**config.mk**
```make
export PLATFORM = sky130hd
export DESIGN_NAME = mesh_route_unit
export DESIGN_NICKNAME = d
export VERILOG_FILES = /design/src/rtl/mesh_route_pkg.sv /design/src/rtl/mesh_route_dor.sv /design/src/rtl/mesh_route_wf.sv /design/src/rtl/mesh_route_unit.sv
export SDC_FILE = /design/constraint.sdc
export NUM_CORES = 1
export LEC_CHECK = 0
export ABC_AREA = 1
export BUFFER_PORTS_ARGS = -buffer_cell sky130_fd_sc_hd__buf_2
export CAP_MARGIN = 20
export CORE_AREA = 2 2 48 50
export CTS_BUF_LIST = sky130_fd_sc_hd__clkbuf_8 sky130_fd_sc_hd__clkbuf_16
export DETAILED_ROUTE_END_ITERATION = 6
export DIE_AREA = 0 0 50 52
export GPL_TIMING_DRIVEN = 0
export HOLD_SLACK_MARGIN = 0.1
export SYNTH_ARGS = -nofsm -noshare
export SYNTH_HDL_FRONTEND = slang
export SYNTH_SLANG_ARGS = --single-unit
```
**constraint.sdc**
```tcl
create_clock -name clk -period 1.4 [get_ports clk]
set_clock_uncertainty 0.1 [all_clocks]
set_input_delay 0.14 -clock clk [delete_from_list [all_inputs] [get_ports clk]]
set_output_delay 0.14 -clock clk [all_outputs]
set_load 0.005 [all_outputs]
```
**src/rtl/mesh_route_pkg.sv**
```systemverilog
package mesh_route_pkg;
    localparam int NPORT = 5;
    localparam int P_LOC = 0;
    localparam int P_E   = 1;
    localparam int P_W   = 2;
    localparam int P_N   = 3;
    localparam int P_S   = 4;

    typedef logic [NPORT-1:0] port_vec_t;

    typedef enum logic [1:0] {
        ST_IDLE = 2'd0,
        ST_HOLD = 2'd1,
        ST_LAST = 2'd2
    } rt_state_e;
endpackage

```
**src/rtl/mesh_route_dor.sv**
```systemverilog
module mesh_route_dor
    import mesh_route_pkg::*;
#(
    parameter int COORD_W = 4
) (
    input  logic [COORD_W-1:0] cx,
    input  logic [COORD_W-1:0] cy,
    input  logic [COORD_W-1:0] dx,
    input  logic [COORD_W-1:0] dy,
    output port_vec_t          port
);
    always_comb begin
        port = '0;
        if (dx > cx)       port[P_E]   = 1'b1;
        else if (dx < cx)  port[P_W]   = 1'b1;
        else if (dy > cy)  port[P_N]   = 1'b1;
        else if (dy < cy)  port[P_S]   = 1'b1;
        else               port[P_LOC] = 1'b1;
    end
endmodule

```
**src/rtl/mesh_route_wf.sv**
```systemverilog
module mesh_route_wf
    import mesh_route_pkg::*;
#(
    parameter int COORD_W = 4
) (
    input  logic [COORD_W-1:0] cx,
    input  logic [COORD_W-1:0] cy,
    input  logic [COORD_W-1:0] dx,
    input  logic [COORD_W-1:0] dy,
    input  port_vec_t          busy,
    output port_vec_t          port
);
    logic go_e, go_n, go_s, go_y, y_busy, pick_y;

    always_comb begin
        go_e   = dx > cx;
        go_n   = dy > cy;
        go_s   = dy < cy;
        go_y   = go_n | go_s;
        y_busy = go_n ? busy[P_N] : busy[P_S];
        // Y wins only when it alone is free; otherwise prefer X.
        pick_y = go_y & (!go_e | (busy[P_E] & !y_busy));
        port   = '0;
        if (dx < cx)      port[P_W]   = 1'b1;
        else if (pick_y)  port[go_n ? P_N : P_S] = 1'b1;
        else if (go_e)    port[P_E]   = 1'b1;
        else              port[P_LOC] = 1'b1;
    end
endmodule

```
**src/rtl/mesh_route_unit.sv**
```systemverilog
module mesh_route_unit
    import mesh_route_pkg::*;
#(
    parameter int COORD_W = 4
) (
    input  logic               clk,
    input  logic               rst_n,
    input  logic               flit_vld,
    input  logic               flit_head,
    input  logic               flit_tail,
    input  logic               rt_mode,
    input  logic [COORD_W-1:0] node_x,
    input  logic [COORD_W-1:0] node_y,
    input  logic [COORD_W-1:0] dest_x,
    input  logic [COORD_W-1:0] dest_y,
    input  logic [NPORT-1:0]   busy_hint,
    output logic [NPORT-1:0]   route_port,
    output logic               route_vld
);
    port_vec_t dor_port, wf_port, calc_port;
    rt_state_e state_q, state_d;
    logic      head_acc, tail_acc;

    mesh_route_dor #(.COORD_W(COORD_W)) u_dor (
        .cx(node_x), .cy(node_y), .dx(dest_x), .dy(dest_y), .port(dor_port)
    );

    mesh_route_wf #(.COORD_W(COORD_W)) u_wf (
        .cx(node_x), .cy(node_y), .dx(dest_x), .dy(dest_y),
        .busy(busy_hint), .port(wf_port)
    );

    assign calc_port = rt_mode ? wf_port : dor_port;
    assign head_acc  = flit_vld & flit_head & (state_q != ST_HOLD);
    assign tail_acc  = flit_vld & flit_tail;

    // next-state logic
    always_comb begin
        state_d = state_q;
        unique case (state_q)
            ST_IDLE, ST_LAST: begin
                if (head_acc)              state_d = tail_acc ? ST_LAST : ST_HOLD;
                else if (state_q == ST_LAST) state_d = ST_IDLE;
            end
            ST_HOLD: if (tail_acc)         state_d = ST_IDLE;
            default:                       state_d = ST_IDLE;
        endcase
    end

    // state register
    always_ff @(posedge clk) begin
        if (!rst_n) state_q <= ST_IDLE;
        else        state_q <= state_d;
    end

    // output register
    always_ff @(posedge clk) begin
        if (!rst_n) begin
            route_port <= '0;
        end else if (head_acc) begin
            route_port <= calc_port;
        end else if (state_d == ST_IDLE) begin
            route_port <= '0;
        end
    end

    assign route_vld = (state_q != ST_IDLE);

    p_onehot_r1: assert property (@(posedge clk) disable iff (!rst_n)
        route_vld |-> $onehot(route_port));
    p_idle_zero_r10: assert property (@(posedge clk) disable iff (!rst_n)
        !route_vld |-> (route_port == '0));
    p_west_only_westward_r4: assert property (@(posedge clk) disable iff (!rst_n)
        (rt_mode && wf_port[P_W]) |-> (dest_x < node_x));
    p_dor_y_after_x_r2: assert property (@(posedge clk) disable iff (!rst_n)
        (dor_port[P_N] || dor_port[P_S]) |-> (dest_x == node_x));
    p_hold_body_r7: assert property (@(posedge clk) disable iff (!rst_n)
        (state_q == ST_HOLD && !(flit_vld && flit_tail)) |=> $stable(route_port));
    p_tail_clear_r8: assert property (@(posedge clk) disable iff (!rst_n)
        (state_q == ST_HOLD && flit_vld && flit_tail) |=> (!route_vld && route_port == '0));
endmodule

```
Word level (Yosys, flattened, before mapping)
Cells that the tools add are included.

ROM bits: 0. Bits of input ports: 27. Logic and storage cells: 55. Latch bits: 0. Memories kept: 0. Output and inout bits: 6. Memory bits (writable): 0. Register bits after elaboration: 7.

Multiplexer cells: 29. Bitwise operators: 7. Add/subtract/negate cells: 0. $lt $le $gt $ge: 6. Reductions and logical operators: 8. Multiply operators: 0. Shift-type cells: 0. Equal/unequal tests: 3. Div/mod/pow operators: 0.

Operators by type and width (number): 32-bit by 1-bit >= comparator with 1-bit output (second input constant) (1); 32-bit by 5-bit less-than comparator with 1-bit output (second input constant) (1); 2-bit 2-to-1 mux (8); 5-bit 2-to-1 mux (3); 1-bit 2-to-1 mux (13); 3-bit 2-to-1 mux (3); 4-bit greater-than comparator (2); 4-bit less-than comparator (2); 1-bit bitwise AND (5); 2-bit zero test (2); 2-bit one-hot mux with 2 select lines (1); 2-bit nonzero test (2); 1-bit demux with 3-bit select (1); 2-bit by 1-bit equality test with 1-bit output (second input constant) (1); 2-bit equality test (second input constant) (1); 1-bit zero test (2); 2-bit by 1-bit inequality test with 1-bit output (second input constant) (1); 1-bit OR (2); 2-bit OR reduction (1); 1-bit logical AND (1).

Logic depth before layout (Yosys ltp)
Word-level depth: 10. Mapped depth: 15. Depth with buffers taken out: 15.

Cells and area by module
From an unflattened synthesis, not the netlist that was laid out.

Cell total of the unflattened synthesis: 149. Area total of the unflattened synthesis: 930.9 um^2.

Modules (own cells, without submodules): mesh_route_wf (instances 1, cells each 52, area each 344.1 um^2, seq. area each 0.0 um^2); mesh_route_unit (instances 1, cells each 51, area each 340.3 um^2, seq. area each 140.1 um^2); mesh_route_dor (instances 1, cells each 46, area each 246.5 um^2, seq. area each 0.0 um^2).

Worst setup path before layout
Ideal clock, no wire load.

Path kind: input to register. From: input node_x[1]. To: register route_port[3]. Path slack: 29 ps. Data arrival time: 1150 ps. Stages: 10. Path buffers: 0. Required time: 1180 ps. Cells stage by stage: inv_1 > ha_1 > a21oi_2 > nor2_2 > nor3_4 > nor2_1 > o21ai_0 > nor2_1 > nand2_1 > a21oi_2.

Longest elaborated chain between the ends: 8.

RTL lines: from (decl) (RTL line mesh_route_unit.sv:12) `input logic [COORD_W-1:0] node_x,`; 4-bit greater-than comparator (RTL line mesh_route_dor.sv:14, mesh_route_wf.sv:16); 1-bit zero test (RTL line mesh_route_wf.sv:22) `pick_y = go_y & (!go_e | (busy[P_E] & !y_busy));`; 1-bit OR (RTL line mesh_route_wf.sv:22); 1-bit bitwise AND (RTL line mesh_route_wf.sv:22); 3-bit 2-to-1 mux (RTL line mesh_route_wf.sv:25) `else if (pick_y) port[go_n ? P_N : P_S] = 1'b1;`; 2-bit 2-to-1 mux (RTL line mesh_route_wf.sv:24) `if (dx < cx) port[P_W] = 1'b1;`; 5-bit 2-to-1 mux * (RTL line mesh_route_unit.sv:33) `assign calc_port = rt_mode ? wf_port : dor_port;`; 5-bit 2-to-1 mux * (RTL line mesh_route_unit.sv:60) `end else if (head_acc) begin`; to (signal assigned) (RTL line mesh_route_unit.sv:61) `route_port <= calc_port;`; to (decl) (RTL line mesh_route_unit.sv:17) `output logic [NPORT-1:0] route_port,`.

Every way passes the cells marked *; elsewhere a longest branch is shown, timed or not. A chain may end at the register's enable or synchronous reset.

Worst setup path in the final report
From: input node_x[2]. To: register route_port[0].

Longest elaborated chain between the ends: 8.

RTL lines (RTL line): 4-bit greater-than comparator (mesh_route_dor.sv:14, mesh_route_wf.sv:16); 1-bit zero test (mesh_route_wf.sv:22); 1-bit OR (mesh_route_wf.sv:22); 1-bit bitwise AND (mesh_route_wf.sv:22); 2-bit 2-to-1 mux (mesh_route_wf.sv:25); 2-bit 2-to-1 mux (mesh_route_wf.sv:24); 5-bit 2-to-1 mux * (mesh_route_unit.sv:33); 5-bit 2-to-1 mux * (mesh_route_unit.sv:60).

Marks and branches as above.

==> metrics.cfg <==
[yosys]
syn_area_um2 = 583
synth_area_leaders = dfxtp_1, ha_1, inv_1
syn_inst = 86
yosysSeqAreaShare_pct = 24.0
ys_seq_elements = 7
synth_fp_nets = 121
synth.largest_area_cell = dfxtp_1
yosysWarnings = 0
ys_types = 19
synth.avg_cell_area_um2 = 6.78
yosysTopAreaCellShare_pct = 24.0

[detailed_routing]
ant_nets = 0
viasPerCell = 4.30
post-route-drc-count = 0
routed_wl_um = 1310
wire_per_inst_um = 8.68
drt_first_pass_iters = 4
drt_iter0_markers = 7
vias = 650

[finish]
insertedDiodeCount = 0
synthToLayoutAreaGrowth_pct = 56.7
layout_common_cells = buf_2, inv_1, nand2_1, dfxtp_1
fin_nets = 159
fin_cells = 151
layout_commonest_cell = buf_2
drive_above_1_share_pct = 44.7

[pwr]
power.leakage_nw = 0.487
p_per_area_nw_per_um2 = 747
ir_drop_mv = 0.497

[cts]
cts-root-buf = clkbuf_8
clk_pin_slew_worst_paths_ps = 40
clkLatencyLatePin_ps = 220
htree_num_levels = 1
cts_made_buffers = 3
cts_tree = yes
clockBufferDepth = 2
clock-sinks = 7

[setup_path]
cp-start-kind = input port
critPathMaxStageDelay_ps = 300
reg2regPathDepth = 9
reg2reg_slack_ps = 150
crit_required_ps = 1410
reg2reg_from = state_q[0]
cp-end-kind = flop
slowest_stage = ha_1
reg2reg_to = route_port[3]
startpoint = node_x[2]
cp_cell_sequence = buf_2 > inv_1 > ha_1 > nand2_1 > nor2_2 > nor3_4 > buf_4 > nor3_2 > a22oi_1 > nor2_1
path_max_fanout = 5
worstSetupPathType = input port to flop
worstPathArrival_ps = 1320

[sta]
finalHoldViolCount = 0
worst_pin_slew_ps = 231
setup_violations = 0
max_slew_margin_pct = 84.5
fin_crit_sh_pct = 93.5
report.final.slew_viol_count = 0
fin_ws_ps = 90.7
fmax_mhz = 764
period_minus_slack_ps = 1310

[floorplan]
num_io_pins = 33
core_area_um2 = 2110
initial_core_util_pct = 27.7
dieArea_um2 = 2600
die_h_um = 52
row_count = 17
die_w_um = 50

[min_path]
holdPathStages = 3
hold_class = input port to flop
min_from = flit_vld
hold-path-endpoint = state_q[1]

[global_route]
grt_pass1_wl_um = 1900
grt.total_usage_pct = 9.42
grt_start_max_net_pins = 8
gr-total-overflow = 0
grt_pass1_vias = 537
antenna_found_initial = 0

[job]
drv_cap = 0

[placement]
dp_hpwl_um = 1060
io_buffers = 30
dpl.cell_count = 144
routabilityCongestion = 0.707
pre_cts_ws_ps = -178

[status]
status = finished, final reports clean

per-stage QoR:
stage | cell area [um^2] | util [%] | power (W) | hold slack, ps | setup TNS, ps
floorplan | 583 | - | 0.000322 | 188 | 0
CTS | 823 | 39.1 | 0.000660 | 99.0 | 0
global placement | 768 | 36.5 | 0.000375 | 300 | -502
detailed placement | 768 | 36.5 | 0.000380 | 306 | -568
global route | 913 | 43.4 | 0.000728 | 125 | -19.6
finish | 913 | 43.4 | 0.000682 | 111 | 0
power by group:
part,switching [W],internal (W)
combinational,0.000104,0.000100
clock,0.0000815,0.000189
sequential,0.00000206,0.000206
flip-flops by register name, summed over array words and instances, names as in the netlist:
register and cells:
route_port 5, state_q 2
synthesized netlist by cell type (all sizes together):
cell type	n
o21ai	1
nand3	7
nor2	8
inv	19
a22oi	1
nand2	21
or2	1
dfxtp	7
a211oi	1
nor3	4
nand4	2
ha	8
a21oi	6
logic make-up (layout without fill, tap and decap cells):
group	after synthesis	in the layout	synth area share, %
compound gates	9	9	9.87
simple gates	43	43	36.7
buf+inv	19	56	12.2
flops	7	7	24.0
fa+ha+maj	8	8	17.2
area by class of cell:
class,count,area (um^2)
clock inverters,1,3.75
multi-input cells,60,434
well taps,28,35.0
clock buffers,3,41.3
flip-flops and latches,7,140
inverters,19,71.3
repair buffers,33,188
fillers,218,1190
critical path: cells and delay by family:
| family | cells | cell delay (ps) |
|---|---|---|
| AND/OR/NAND/NOR | 5 | 460 |
| adder cells (fa/ha/maj) | 1 | 300 |
| buffers and inverters | 3 | 260 |
| AO/OA/AOI/OAI | 1 | 150 |
repair_timing:
item	in CTS	in global routing
endpoints found under the setup margin	0	4
hold buffers	1	0
setup buffers	0	2
resized for setup	0	11
endpoints found under the hold margin	1	0
how the worst max path moves through the flow:
stage,slack (ps),end
2_1_floorplan,30,route_port[3]
3_3_place_gp,-160,route_port[3]
3_5_place_dp,-180,route_port[3]
4_1_cts,30,route_port[3]
5_1_grt,-10,route_port[0]
6_report,90,route_port[0]
layer usage:
| metal | vias to the layer above | track usage (%) | wire length, um |
|---|---|---|---|
| li1 | 347 | - | - |
| met1 | 279 | 11.2 | 570 |
| met2 | 24 | 15.6 | 645 |
| met3 | 0 | 4.60 | 94 |
| met4 | 0 | 1.39 | 0 |
| met5 | - | 0 | 0 |
Power figures use the tool's default switching activity.
